==> config.mk <==
export PLATFORM = sky130hd
export DESIGN_NAME = vcbuf_shared
export DESIGN_NICKNAME = d
export VERILOG_FILES = /design/src/rtl/vcbuf_pkg.sv /design/src/rtl/vcbuf_ram.sv /design/src/rtl/vcbuf_vc_ctrl.sv /design/src/rtl/vcbuf_realloc.sv /design/src/rtl/vcbuf_shared.sv
export SDC_FILE = /design/constraint.sdc
export NUM_CORES = 1
export LEC_CHECK = 0
export ABC_CLOCK_PERIOD_IN_PS = 4600
export BUFFER_PORTS_ARGS = -buffer_cell sky130_fd_sc_hd__buf_2
export CORE_MARGIN = 1.5
export CORE_UTILIZATION = 28
export CTS_CLUSTER_DIAMETER = 200
export CTS_CLUSTER_SIZE = 8
export DETAILED_ROUTE_END_ITERATION = 7
export HOLD_SLACK_MARGIN = 0.05
export PLACE_DENSITY = 0.39
export SYNTH_ARGS = -nofsm -noshare
export SYNTH_HDL_FRONTEND = slang
export SYNTH_SLANG_ARGS = --single-unit
==> constraint.sdc <==
create_clock -name clk -period 4.6 [get_ports clk]
set_clock_uncertainty 0.2 [all_clocks]
set_input_delay 0.92 -clock clk [delete_from_list [all_inputs] [get_ports clk]]
set_output_delay 0.92 -clock clk [all_outputs]
set_load 0.01 [all_outputs]
==> src/rtl/vcbuf_pkg.sv <==
package vcbuf_pkg;

   // Packet-position marks carried beside every stored flit
   typedef struct packed {
      logic head;
      logic tail;
   } flit_kind_t;

   // Index width that stays at least one bit for single-entry structures
   function automatic int idx_width(input int n);
      return (n > 1) ? $clog2(n) : 1;
   endfunction

endpackage

==> src/rtl/vcbuf_ram.sv <==
module vcbuf_ram #(
   parameter int DATA_W = 32,
   parameter int DEPTH  = 16,
   parameter int ADDR_W = 4
) (
   input  logic              clk,
   input  logic              we,
   input  logic [ADDR_W-1:0] waddr,
   input  logic [DATA_W-1:0] wdata,
   input  logic              re,
   input  logic [ADDR_W-1:0] raddr,
   output logic [DATA_W-1:0] rdata
);

   if ((1 << ADDR_W) < DEPTH) begin : g_bad_addr
      $error("vcbuf_ram: ADDR_W too narrow for DEPTH");
   end

   logic [DATA_W-1:0] mem [DEPTH];

   // Synchronous write, registered read: one cycle of read latency
   always_ff @(posedge clk) begin
      if (we) mem[waddr] <= wdata;
      if (re) rdata <= mem[raddr];
   end

endmodule

==> src/rtl/vcbuf_vc_ctrl.sv <==
module vcbuf_vc_ctrl
   import vcbuf_pkg::*;
#(
   parameter int SLOTS = 4,
   localparam int PTR_W = idx_width(SLOTS)
) (
   input  logic             clk,
   input  logic             rst_n,
   input  logic             push,
   input  logic             pop,
   input  flit_kind_t       kind_in,
   output logic             empty,
   output logic             full,
   output logic [PTR_W-1:0] wr_slot,
   output logic [PTR_W-1:0] rd_slot,
   output flit_kind_t       hol_kind
);

   logic [PTR_W:0] wptr_q, rptr_q;
   flit_kind_t     kinds_q [SLOTS];

   assign wr_slot = wptr_q[PTR_W-1:0];
   assign rd_slot = rptr_q[PTR_W-1:0];
   assign empty   = (wptr_q == rptr_q);
   assign full    = (wptr_q[PTR_W] != rptr_q[PTR_W]) && (wr_slot == rd_slot);
   assign hol_kind = kinds_q[rd_slot];

   always_ff @(posedge clk or negedge rst_n) begin
      if (!rst_n) begin
         wptr_q <= '0;
         rptr_q <= '0;
         for (int i = 0; i < SLOTS; i++) kinds_q[i] <= '0;
      end else begin
         if (push) begin
            wptr_q           <= wptr_q + 1'b1;
            kinds_q[wr_slot] <= kind_in;
         end
         if (pop) rptr_q <= rptr_q + 1'b1;
      end
   end

   // the top never pushes into a full channel
   p_no_overflow_r5: assert property (@(posedge clk) disable iff (!rst_n)
      full |-> !push);
   // the top never pops an empty channel
   p_no_underflow_r4: assert property (@(posedge clk) disable iff (!rst_n)
      empty |-> !pop);
   // occupancy never exceeds the channel region
   p_occupancy_r3: assert property (@(posedge clk) disable iff (!rst_n)
      (wptr_q - rptr_q) <= (PTR_W+1)'(SLOTS));
   // a push into an empty channel without a pop makes it non-empty
   p_push_fills_r6: assert property (@(posedge clk) disable iff (!rst_n)
      (push && !pop) |=> !empty);

endmodule

==> src/rtl/vcbuf_realloc.sv <==
module vcbuf_realloc
   import vcbuf_pkg::*;
#(
   parameter bit ATOMIC = 1'b1
) (
   input  logic       clk,
   input  logic       rst_n,
   input  logic       push,
   input  flit_kind_t kind_in,
   input  logic       empty,
   output logic       free
);

   logic open_q;

   always_ff @(posedge clk or negedge rst_n) begin
      if (!rst_n)                       open_q <= 1'b0;
      else if (push && kind_in.tail)    open_q <= 1'b0;
      else if (push && kind_in.head)    open_q <= 1'b1;
   end

   if (ATOMIC) begin : g_atomic
      assign free = !open_q && empty;
      // an atomic channel is never offered while it holds flits
      p_free_empty_r8: assert property (@(posedge clk) disable iff (!rst_n)
         free |-> empty);
   end else begin : g_nonatomic
      assign free = !open_q;
      // a tail write releases the channel in the next cycle
      p_tail_frees_r9: assert property (@(posedge clk) disable iff (!rst_n)
         (push && kind_in.tail) |=> free);
   end

endmodule

==> src/rtl/vcbuf_shared.sv <==
module vcbuf_shared
   import vcbuf_pkg::*;
#(
   parameter int NUM_VC = 4,
   parameter int SLOTS  = 4,
   parameter int FLIT_W = 32,
   parameter bit ATOMIC = 1'b1,
   localparam int VC_W  = idx_width(NUM_VC)
) (
   input  logic              clk,
   input  logic              rst_n,
   input  logic              wr_en,
   input  logic [VC_W-1:0]   wr_vc,
   input  logic [FLIT_W-1:0] wr_data,
   input  logic              wr_head,
   input  logic              wr_tail,
   input  logic              rd_en,
   input  logic [VC_W-1:0]   rd_vc,
   output logic              rd_valid,
   output logic [FLIT_W-1:0] rd_data,
   output logic              rd_head,
   output logic              rd_tail,
   output logic [NUM_VC-1:0] vc_empty,
   output logic [NUM_VC-1:0] vc_hol_head,
   output logic [NUM_VC-1:0] vc_hol_tail,
   output logic [NUM_VC-1:0] vc_free,
   output logic              overflow
);

   localparam int PTR_W  = idx_width(SLOTS);
   localparam int ADDR_W = VC_W + PTR_W;
   localparam int DEPTH  = NUM_VC * SLOTS;

   if (NUM_VC < 1) begin : g_bad_vc
      $error("vcbuf_shared: NUM_VC must be at least 1");
   end
   if (SLOTS < 2 || (SLOTS & (SLOTS - 1)) != 0) begin : g_bad_slots
      $error("vcbuf_shared: SLOTS must be a power of two, at least 2");
   end
   if (FLIT_W < 1) begin : g_bad_width
      $error("vcbuf_shared: FLIT_W must be positive");
   end

   flit_kind_t       kind_in;
   logic [NUM_VC-1:0] wr_sel, rd_sel, push_v, pop_v, full_v;
   logic [PTR_W-1:0]  wslot_v [NUM_VC];
   logic [PTR_W-1:0]  rslot_v [NUM_VC];
   flit_kind_t        hol_v   [NUM_VC];

   assign kind_in = '{head: wr_head, tail: wr_tail};

   for (genvar i = 0; i < NUM_VC; i++) begin : g_vc
      assign wr_sel[i] = wr_en && (wr_vc == VC_W'(i));
      assign rd_sel[i] = rd_en && (rd_vc == VC_W'(i));
      assign push_v[i] = wr_sel[i] && !full_v[i];
      assign pop_v[i]  = rd_sel[i] && !vc_empty[i];

      vcbuf_vc_ctrl #(.SLOTS(SLOTS)) u_ctrl (
         .clk      (clk),
         .rst_n    (rst_n),
         .push     (push_v[i]),
         .pop      (pop_v[i]),
         .kind_in  (kind_in),
         .empty    (vc_empty[i]),
         .full     (full_v[i]),
         .wr_slot  (wslot_v[i]),
         .rd_slot  (rslot_v[i]),
         .hol_kind (hol_v[i])
      );

      vcbuf_realloc #(.ATOMIC(ATOMIC)) u_realloc (
         .clk     (clk),
         .rst_n   (rst_n),
         .push    (push_v[i]),
         .kind_in (kind_in),
         .empty   (vc_empty[i]),
         .free    (vc_free[i])
      );

      assign vc_hol_head[i] = hol_v[i].head;
      assign vc_hol_tail[i] = hol_v[i].tail;
   end

   // One-hot selects steer the shared pointers and marks
   logic [PTR_W-1:0] wslot_sel, rslot_sel;
   flit_kind_t       rkind_sel;
   logic             push_any, pop_any, ovf_hit;

   always_comb begin
      wslot_sel = '0;
      rslot_sel = '0;
      rkind_sel = '0;
      for (int i = 0; i < NUM_VC; i++) begin
         if (wr_sel[i]) wslot_sel |= wslot_v[i];
         if (rd_sel[i]) begin
            rslot_sel |= rslot_v[i];
            rkind_sel |= hol_v[i];
         end
      end
   end

   assign push_any = |push_v;
   assign pop_any  = |pop_v;
   assign ovf_hit  = |(wr_sel & full_v);

   vcbuf_ram #(.DATA_W(FLIT_W), .DEPTH(DEPTH), .ADDR_W(ADDR_W)) u_ram (
      .clk   (clk),
      .we    (push_any),
      .waddr ({wr_vc, wslot_sel}),
      .wdata (wr_data),
      .re    (pop_any),
      .raddr ({rd_vc, rslot_sel}),
      .rdata (rd_data)
   );

   always_ff @(posedge clk or negedge rst_n) begin
      if (!rst_n) begin
         rd_valid <= 1'b0;
         rd_head  <= 1'b0;
         rd_tail  <= 1'b0;
         overflow <= 1'b0;
      end else begin
         rd_valid <= pop_any;
         if (pop_any) begin
            rd_head <= rkind_sel.head;
            rd_tail <= rkind_sel.tail;
         end
         if (ovf_hit) overflow <= 1'b1;
      end
   end

   // once raised, the overflow flag holds until reset
   p_ovf_sticky_r5: assert property (@(posedge clk) disable iff (!rst_n)
      overflow |=> overflow);
   // a write aimed at a full channel raises the flag
   p_ovf_raise_r5: assert property (@(posedge clk) disable iff (!rst_n)
      (|(wr_sel & full_v)) |=> overflow);
   // a pop of a non-empty channel is answered in the next cycle
   p_pop_answer_r2: assert property (@(posedge clk) disable iff (!rst_n)
      (|(rd_sel & ~vc_empty)) |=> rd_valid);
   // without a serviceable pop there is no read result
   p_empty_pop_r4: assert property (@(posedge clk) disable iff (!rst_n)
      !(|(rd_sel & ~vc_empty)) |=> !rd_valid);
   // the switch allocator gets at most one channel per cycle
   p_single_pop_r2: assert property (@(posedge clk) disable iff (!rst_n)
      $onehot0(pop_v));

endmodule

==> metrics.cfg, run 1 <==
[clocking]
post_cts_resize_count = 0
cts.reportedPaths.clkPinSlew_ps = 60
clock_sinks = 608
ctsRootBufferMaster = clkbuf_16
cts.repair_timing.setup_buffer_count = 0
max-clock-path-buffers = 3
cts_hold_buf = 0
cts_tree = built
insertion_delay_ps = 610
number_of_buffers_created_by_cts = 85
htree_num_levels = 3

[synthesis]
synthesis.area_mm2 = 0.0241
post_synth_inst_count = 1440
synth.yosys.seq_area_share_pct = 74.6
yosys-top-cells-area = edfxtp_1 (68%), dfrtp_1 (6.7%), mux2i_1 (4.0%)
synth_cell_type_count = 50
netlist.area_leader.share_pct = 67.9
synth.net_count = 1502
ys_warn_count = 0
synth.avg_cell_area_um2 = 16.7
number_of_enable_flip_flop_cells_after_synthesis = 544
postSynth.asyncResetShare_pct = 10.5
ys_seq_elements = 608
synthDominantAreaCellType = edfxtp_1
synth_ff_type = edfxtp_1

[finish]
synth_to_layout_area_growth_pct = 18.5
nets = 1635
finalCoreUtilization_pct = 33.5
n_antenna_cell = 0
final_design_area_no_fill_mm2 = 0.0285
layout_commonest_cell = edfxtp_1
commonest_cells_after_routing_fill_and_taps_aside = edfxtp_1 (544), nand2_1 (98), mux2i_1 (95)
proportion_of_layout_cells_with_a_drive_suffix_above_1_pct = 23.9

[route]
detail_route.wirelength_um = 68600
drt_first_pass_iters = 5
total_number_of_vias = 13200
route.detailed.vias_per_inst = 4.84
remaining_drc_errors = 0
drt_iter0_markers = 877
detail_route.wl_per_cell_um = 25.2
ant_nets = 0

[setup_path]
worst-endpoint-arrival_ps = 2350
crit_path_max_fanout = 9
worstSetupEndpointType = primary output
reg2reg_setup_slack_ps = 1280
timing.reg2reg.worst_path_depth = 6
rr_startpoint = g_vc[1].u_ctrl.rptr_q[1]$_DFFE_PN0P_
worst-path-buf-inv = 1
critPathTopFamily = simple AND/OR/NAND/NOR gates
timing.critical_path.from_type = register
regToRegEndpoint = u_ram.rdata[29]$_DFFE_PP_
path_class = register to primary output
critPathRequiredTime_ps = 3480
cpPeakStageDelay_ps = 610
cp_cell_sequence = xor2_1, nor3b_1, nor2b_1, buf_2
critical_path_slowest_stage_cell = nor3b_1

[timing]
report.final.hold_viol_count = 0
timing_worst_slew_pin_value_ps = 1090
fmax_mhz = 288
rsz0062_at_grt = no
hold_ws_ps = 278
timing.max_slew.rel_slack_pct = 27.4
setup_viol = 0
post-route-min-period_ps = 3470
finalMaxSlewViolations = 0
setup_total_negative_slack_ps = 0
period_utilization_post_route_pct = 75.4

[grt]
grt_max_degree = 67
first_pass_grt_wire_length_um = 100000
first_global_vias = 14000
antenna_found_initial = 2
globalRouteOverflowTotal = 0
track_usage_pct = 15.9

[pwr]
clock_power_share_pct = 34.6
vdd.ir_drop.worst_mv = 0.400
net_switching_power_mw = 4.71
power.density_cell_area_mw_per_mm2 = 563
reported_leakage_power_nw = 9.74
pwr-share-seq_pct = 43.8
power_report.internal_total_mw = 11.4
p_total_mw = 16.1
switching_share_pct = 29.3
combinational_cell_fraction_of_total_power_pct = 21.6

[floorplan]
die_area_mm2 = 0.0877
placementRows = 107
fp.dieH_um = 296
die_w_um = 296
fp.coreArea_mm2 = 0.0851
floorplan.io_pins = 94
initial_cell_density_of_the_core_pct = 28.3

[worst_hold_path]
min_path_type = register to register
min_delay_worst_endpoint = overflow$_DFFE_PN0P_
hold_start = overflow$_DFFE_PN0P_
holdPathStages = 1

[placed_design]
placedInstanceArea_mm2 = 0.0263
detailedPlacementHpwl_um = 38900
placement.io_buffers = 93
routabilityCongestion = 0.705

[run_status]
run_status = finished, final reports clean

[job]
max_cap_violations = 0

[registers in the layout, indices dropped and copies added, names as in the netlist, 4 cells and up]
name	count
u_ram.mem	512
g_vc.u_ctrl.kinds_q	32
u_ram.rdata	32
g_vc.u_ctrl.rptr_q	12
g_vc.u_ctrl.wptr_q	12
g_vc.u_realloc.open_q	4
[power groups by stage]
stage | Combinational [mW] | Sequential [mW] | Clock, mW
finish | 3.48 | 7.03 | 5.56
global route | 3.80 | 7.10 | 5.95
CTS | 3.59 | 7.04 | 5.74
detailed placement | 3.57 | 7.15 | 0
global placement | 3.55 | 7.14 | 0
floorplan | 2.25 | 7.01 | 0
[how the worst max path moves through the flow]
stage	startpoint	to	slack, ps	cells past startpoint
2_1_floorplan	wr_vc[0]	u_ram.mem[12][0]$_DFFE_PP_	660	4
3_3_place_gp	rd_vc[1]	u_ram.rdata[30]$_DFFE_PP_	630	7
3_5_place_dp	rd_vc[1]	u_ram.rdata[30]$_DFFE_PP_	620	7
4_1_cts	g_vc[2].u_ctrl.rptr_q[0]$_DFFE_PN0P_	vc_free[2]	1110	4
5_1_grt	g_vc[2].u_ctrl.rptr_q[0]$_DFFE_PN0P_	vc_free[2]	1000	4
6_report	g_vc[2].u_ctrl.rptr_q[0]$_DFFE_PN0P_	vc_free[2]	1130	4
[synthesized netlist by cell type, types with 3 or more instances]
cell type and number:
o221ai_1 32, xnor2_1 19, nor2b_1 5, buf_4 10
nor2_1 20, buf_2 19, a21oi_1 40, a221oi_1 31
clkbuf_1 56, a32oi_1 31, mux2_2 70, mux4_2 13
mux2i_1 96, nor3_1 5, nand4_1 31, o211ai_1 4
a21o_1 32, edfxtp_1 544, inv_1 43, xor2_1 9
o21ai_0 38, o221a_2 31, dfrtp_1 64, ha_1 20
or3_1 3, nand3_1 36, buf_1 5, nand2_1 101
[metal layers]
layer	wire, um	track usage, %	vias to the layer above
met4	1090	4.13	0
met1	30900	21.2	6916
met3	2770	2.52	86
met2	33900	26.8	270
met5	0	0	-
li1	-	-	5926
[metrics by stage]
stage	setup slack [ps]	cells
after floorplan	663	1440
after detailed placement	620	2630
final	1130	2728
after CTS	1110	2728
after global routing	999	2728
after global placement	631	2630
[area by class of cell]
type,count,area [um2]
Sequential cell,608,17900
Clock buffer,95,2210
Fill cell,8262,56600
Inverter,43,161
Multi-Input combinational cell,697,5730
Timing Repair Buffer,138,1000
Clock inverter,3,52.6
Tap cell,1144,1430
[cell families (layout without fill, tap and decap cells)]
group	count (synthesis)	in the layout	share of synthesized area, %
buf+inv	135	279	2.42
mux	181	181	8.60
flops	608	608	74.6
fa+ha+maj	20	20	1.04
simple gates	220	220	4.40
xor+xnor	28	28	1.02
compound gates	248	248	7.97
Power figures use the tool's default switching activity.
==> run 2: changes to the inputs <==
ABC_CLOCK_PERIOD_IN_PS = 3050   (was 4600)
PLACE_DENSITY = 0.41   (was 0.39)
clock period = 3.05 ns   (was 4.6 ns; I/O delays follow)
==> metrics.cfg, run 2 (synthesis results as in run 1) <==
[run_status]
run_status = finished, final reports clean

[timing]
post-route-min-period_ps = 2950
setup_total_negative_slack_ps = 0
setup_viol = 0
rsz0062_at_grt = no
report.final.hold_viol_count = 0
period_utilization_post_route_pct = 96.7
timing_worst_slew_pin_value_ps = 618
fmax_mhz = 339
timing.max_slew.rel_slack_pct = 58.6
finalMaxSlewViolations = 0

[finish]
layout.cells.non_filler = 2790
largest_reg_flops = 512
register_bank_with_the_most_flops = u_ram.mem
layout_commonest_cell = edfxtp_1
final_design_area_no_fill_mm2 = 0.0294
synth_to_layout_area_growth_pct = 22.0
proportion_of_layout_cells_with_a_drive_suffix_above_1_pct = 26.7
nets = 1693
commonest_cells_after_routing_fill_and_taps_aside = edfxtp_1 (544), nand2_1 (98), mux2i_1 (95)
final.fill_count = 8204
finalCoreUtilization_pct = 34.5
biggestRegsByFlops = u_ram.mem (512), g_vc.u_ctrl.kinds_q (32), u_ram.rdata (32)

[worst_hold_path]
min_path_type = input pin to register

[setup_path]
critPathRequiredTime_ps = 2240
worst_path_most_repeated_cell = buf_4
timing.critical_path.from_type = register
path_class = register to primary output
cp_cell_sequence = buf_4, xor2_1, nor3b_1, buf_4, nor2b_1, buf_2
cpPeakStageDelay_ps = 400
worstSetupEndpointType = primary output
worst-endpoint-arrival_ps = 2140
crit_path_max_fanout = 6
critical_path_slowest_stage_cell = dfrtp_1

[floorplan]
fp.dieH_um = 296
floorplan.io_pins = 94
fp.coreArea_mm2 = 0.0851
placementRows = 107
die_area_mm2 = 0.0877
initial_cell_density_of_the_core_pct = 28.3
die_w_um = 296

[clocking]
ctsRootBufferMaster = clkbuf_16
number_of_buffers_created_by_cts = 85
insertion_delay_ps = 620
cts.repair_timing.setup_buffer_count = 0
htree_num_levels = 3
cts_tree = built
max-clock-path-buffers = 3
cts.reportedPaths.clkPinSlew_ps = 60
clock_sinks = 608

[pwr]
clock_power_share_pct = 34.0
pwr-share-seq_pct = 42.0
vdd.ir_drop.worst_mv = 0.410
power_report.internal_total_mw = 17.7
net_switching_power_mw = 7.31
switching_share_pct = 29.3
combinational_cell_fraction_of_total_power_pct = 24.0
power.density_cell_area_mw_per_mm2 = 851
reported_leakage_power_nw = 10.2

[route]
remaining_drc_errors = 0
total_number_of_vias = 13400
detail_route.wirelength_um = 68700
drt_iter0_markers = 932
route.detailed.vias_per_inst = 4.80
ant_nets = 0
drt_first_pass_iters = 5
detail_route.wl_per_cell_um = 24.6

[placed_design]
routabilityCongestion = 0.708
placedInstanceArea_mm2 = 0.0270
placement.io_buffers = 93
numPlacedInstances = 2687
detailedPlacementHpwl_um = 38700

[grt]
grt_max_degree = 40
globalRouteOverflowTotal = 0
first_global_vias = 14300
first_pass_grt_wire_length_um = 99700
track_usage_pct = 15.9
antenna_found_initial = 4

[job]
max_cap_violations = 0

## run 2: critical path: cells and delay by family, from the launching register on
kind                   cells  cell delay [ps]
AND/OR/NAND/NOR            2              460
flip-flops                 1              400
buffers and inverters      3              500
XOR/XNOR                   1              150
## run 2: path summary, 6_finish.rpt
| check | slack (ps) | from | cells past startpoint | end |
|---|---|---|---|---|
| worst max-delay path | 100 | g_vc[0].u_ctrl.rptr_q[0]$_DFFE_PN0P_ | 6 | vc_free[0] |
| worst min register to register | 250 | overflow$_DFFE_PN0P_ | 1 | overflow$_DFFE_PN0P_ |
| worst min-delay path | 120 | wr_en | 2 | overflow$_DFFE_PN0P_ |
| max in group asynchronous | 1690 | rst_n | 3 | g_vc[0].u_ctrl.kinds_q[5]$_DFFE_PN0P_ |
| min in group asynchronous | 340 | rst_n | 2 | g_vc[1].u_ctrl.kinds_q[2]$_DFFE_PN0P_ |
| worst max register to register | 250 | g_vc[1].u_ctrl.rptr_q[1]$_DFFE_PN0P_ | 7 | u_ram.rdata[2]$_DFFE_PP_ |
## run 2: power by group through the flow
stage | clock (mW) | combinational [mW] | sequential (mW)
2_1_floorplan | 0 | 3.42 | 10.6
3_3_place_gp | 0 | 6.07 | 10.7
3_5_place_dp | 0 | 6.11 | 10.7
4_1_cts | 8.74 | 6.14 | 10.5
5_1_grt | 9.07 | 6.50 | 10.6
6_report | 8.49 | 6.00 | 10.5
## run 2: area by class of cell
type | count | area [um2] | area share, %
multi-input combinational | 697 | 5730 | 19.5
tap | 1144 | 1430 | 4.87
timing repair buffer | 196 | 1790 | 6.10
clock inverter | 5 | 92.6 | 0.315
inverter | 43 | 161 | 0.550
clock buffer | 96 | 2210 | 7.53
antenna | 1 | 2.50 | 0.00852
sequential | 608 | 17900 | 61.1
## run 2: metal layers
| metal | vias to the layer above | global-route usage [%] | share of wire (%) |
|---|---|---|---|
| li1 | 6060 | - | - |
| met1 | 6961 | 21.5 | 46 |
| met2 | 284 | 26.4 | 48 |
| met3 | 88 | 2.57 | 4.0 |
| met4 | 4 | 4.43 | 1.7 |
| met5 | - | 0 | 0.031 |
## run 2: through the flow
step	hold WS (ps)	setup slack [ps]	power (mW)
after floorplan	114	-84.5	14.0
after global placement	243	-109	16.7
after detailed placement	241	-98.5	16.8
after CTS	80.6	9.15	25.4
after global routing	112	1.67	26.2
final	122	100	25.0
## run 2: repair_timing
action / in CTS / in global routing
gates resized for setup: 0 / 2
endpoints found under the hold margin: 25 / 0
setup endpoints to repair: 0 / 15
hold buffers: 1 / 0
==> run 3: changes to the inputs <==
ABC_AREA = 1   (was unset)
==> metrics.cfg, run 3 <==
[synthesis]
synthesis.area_mm2 = 0.0270
synth_ff_type = edfxtp_1
ys_warn_count = 0
netlist.area_leader.share_pct = 60.6
synth.mux.area_fraction_pct = 0
synthDominantAreaCellType = edfxtp_1
synth.most_common_cell = nand2_1
postSynth.asyncResetShare_pct = 10.5
yosys-top-cells-area = edfxtp_1 (61%), nand2_1 (11%), o21bai_1 (6.2%)
synth.avg_cell_area_um2 = 10.6
ys_seq_elements = 608
post_synth_xor_area_fraction_pct = 0.780
post_synth_inst_count = 2533
synth.net_count = 2595
synth-simple-area-share_pct = 16.3
synth.yosys.seq_area_share_pct = 66.5
dominant_combinational_cell_family_by_area_after_synthesis = simple AND/OR/NAND/NOR gates
yosys.area_share.adder_pct = 0.928
synth_compound_gate_area_share_pct = 8.30
netlist_top_cells_count = nand2_1 (773), edfxtp_1 (544), inv_1 (330)
number_of_enable_flip_flop_cells_after_synthesis = 544
synth_cell_type_count = 26

[route]
met2RoutedLength_um = 38100
wire_length_on_met1_um = 36500
top_layer_used = met5
drt_iter0_markers = 1123
detail_route.wirelength_um = 79500
route.detailed.vias_per_inst = 4.56
total_number_of_vias = 18000
detail_route.wl_per_cell_um = 20.1
route.met3.wl_um = 2830
remaining_drc_errors = 0
ant_nets = 0
drt_first_pass_iters = 5

[clocking]
max-clock-path-buffers = 3
insertion_delay_ps = 630
ctsRootBufferMaster = clkbuf_16
cts.reportedPaths.clkPinSlew_ps = 60
cts_tree = built
number_of_buffers_created_by_cts = 85
clock_sinks = 608
htree_num_levels = 3

[grt]
first_global_vias = 18200
track_usage_pct = 16.3
first_pass_grt_wire_length_um = 120000
antenna_found_initial = 6
globalRouteOverflowTotal = 0
grt_max_degree = 106

[finish]
final.fill_count = 9546
largest_reg_flops = 512
commonest_cells_after_routing_fill_and_taps_aside = nand2_1 (771), edfxtp_1 (544), inv_1 (328)
layout_commonest_cell = nand2_1
register_bank_with_the_most_flops = u_ram.mem
synth_to_layout_area_growth_pct = 19.8
nets = 2729
proportion_of_layout_cells_with_a_drive_suffix_above_1_pct = 11.6
finalCoreUtilization_pct = 33.9
biggestRegsByFlops = u_ram.mem (512), g_vc.u_ctrl.kinds_q (32), u_ram.rdata (32)

[floorplan]
initial_cell_density_of_the_core_pct = 28.3
fp.coreArea_mm2 = 0.0952
floorplan.io_pins = 94
die_area_mm2 = 0.0982
placementRows = 113
fp.dieH_um = 313
die_w_um = 313

[setup_path]
crit_path_max_fanout = 8
worst-endpoint-arrival_ps = 2090
critPathRequiredTime_ps = 2240
timing.critical_path.from_type = register
path_class = register to primary output
worstSetupEndpointType = primary output

[run_status]
run_status = finished, final reports clean

[timing]
rsz0062_at_grt = no
finalMaxSlewViolations = 0
post-route-min-period_ps = 2900
timing.max_slew.rel_slack_pct = 49.7
period_utilization_post_route_pct = 95.1
timing_worst_slew_pin_value_ps = 754
fmax_mhz = 345
setup_viol = 0
report.final.hold_viol_count = 0
postLayoutSetupSlackWorst_ps = 150

[placed_design]
routabilityCongestion = 0.752
pre_cts_slack_ps = 162
detailedPlacementHpwl_um = 43900
placement.io_buffers = 93

[worst_hold_path]
min_path_type = input pin to register

[pwr]
power.density_cell_area_mw_per_mm2 = 775
vdd.ir_drop.worst_mv = 0.368
reported_leakage_power_nw = 14.0

[job]
max_cap_violations = 0

[run 3: changes by cell type after synthesis, sizes merged, moves of 34 or more]
cell    before  now
a21oi       40    6
buf         36   95
inv         43  336
mux2        72    0
mux2i       96    0
nand2      101  774
nand3       36  232
nor2        20   55
o21ai       38   85
o21bai       1  224
[run 3: layout make-up]
cell class	instances	area, um2	share of cell area [%]
Clock inverter	5	91.3	0.283
Timing Repair Buffer	184	1900	5.89
Tap cell	1265	1580	4.90
Antenna cell	1	2.50	0.00775
Sequential cell	608	17900	55.6
Inverter	336	1260	3.91
Clock buffer	106	2250	6.96
Multi-Input combinational cell	1452	7260	22.5
[run 3: cell families after synthesis]
family,count (synthesis)
simple gates,1078
flops,608
buf+inv,473
compound gates,330
xor+xnor,24
fa+ha+maj,20
[run 3: where the power goes]
| group | leakage (nW) | internal [mW] | switching (mW) |
|---|---|---|---|
| clock | 1.13 | 5.11 | 3.54 |
| sequential | 5.71 | 10.0 | 0.507 |
| combinational | 7.13 | 2.04 | 3.82 |
[run 3: what timing repair did]
action | 4_1_cts | 5_1_grt
setup buffers | 0 | 0
gates resized for setup | 1 | 0
hold endpoints to repair | 64 | 0
setup endpoints to repair | 1 | 0
hold buffers | 1 | 0
[run 3: through the flow]
stage	hold WS, ps	setup TNS, ps	cell area (um2)	cells	power (mW)
floorplan	114	-99120	27000	2533	14.2
finish	169	0	32300	3957	25.0
global placement	254	0	29900	3844	16.6
CTS	125	0	32300	3956	25.5
detailed placement	259	0	29900	3844	16.7
global route	154	0	32300	3957	26.4
[run 3: final timing paths]
| check | start | endpoint | slack (ps) | cells past startpoint |
|---|---|---|---|---|
| hold / removal | wr_data[27] | u_ram.mem[1][27]$_DFFE_PP_ | 170 | 1 |
| hold reg to reg | rd_head$_DFFE_PN0P_ | rd_head$_DFFE_PN0P_ | 280 | 2 |
| max in group asynchronous | rst_n | g_vc[3].u_ctrl.kinds_q[0]$_DFFE_PN0P_ | 1980 | 3 |
| setup reg to reg | g_vc[2].u_ctrl.wptr_q[0]$_DFFE_PN0P_ | u_ram.mem[14][27]$_DFFE_PP_ | 500 | 6 |
| min in group asynchronous | rst_n | g_vc[2].u_ctrl.kinds_q[1]$_DFFE_PN0P_ | 330 | 3 |
| setup / recovery | g_vc[3].u_ctrl.rptr_q[0]$_DFFE_PN0P_ | vc_free[3] | 150 | 6 |
[run 3: layer usage]
| metal | vias up | global-route usage, % |
|---|---|---|
| met1 | 8985 | 21.5 |
| met5 | - | 0 |
| met3 | 121 | 2.67 |
| met4 | 6 | 5.07 |
| met2 | 303 | 27.2 |
| li1 | 8626 | - |
[run 3: critical path, stage by stage (launching register included)]
cell,delay (ps)
dfrtp_2,450
inv_1,140
nand2_1,80
nand4_1,100
or2_2,320
nor2_1,190
buf_2,170
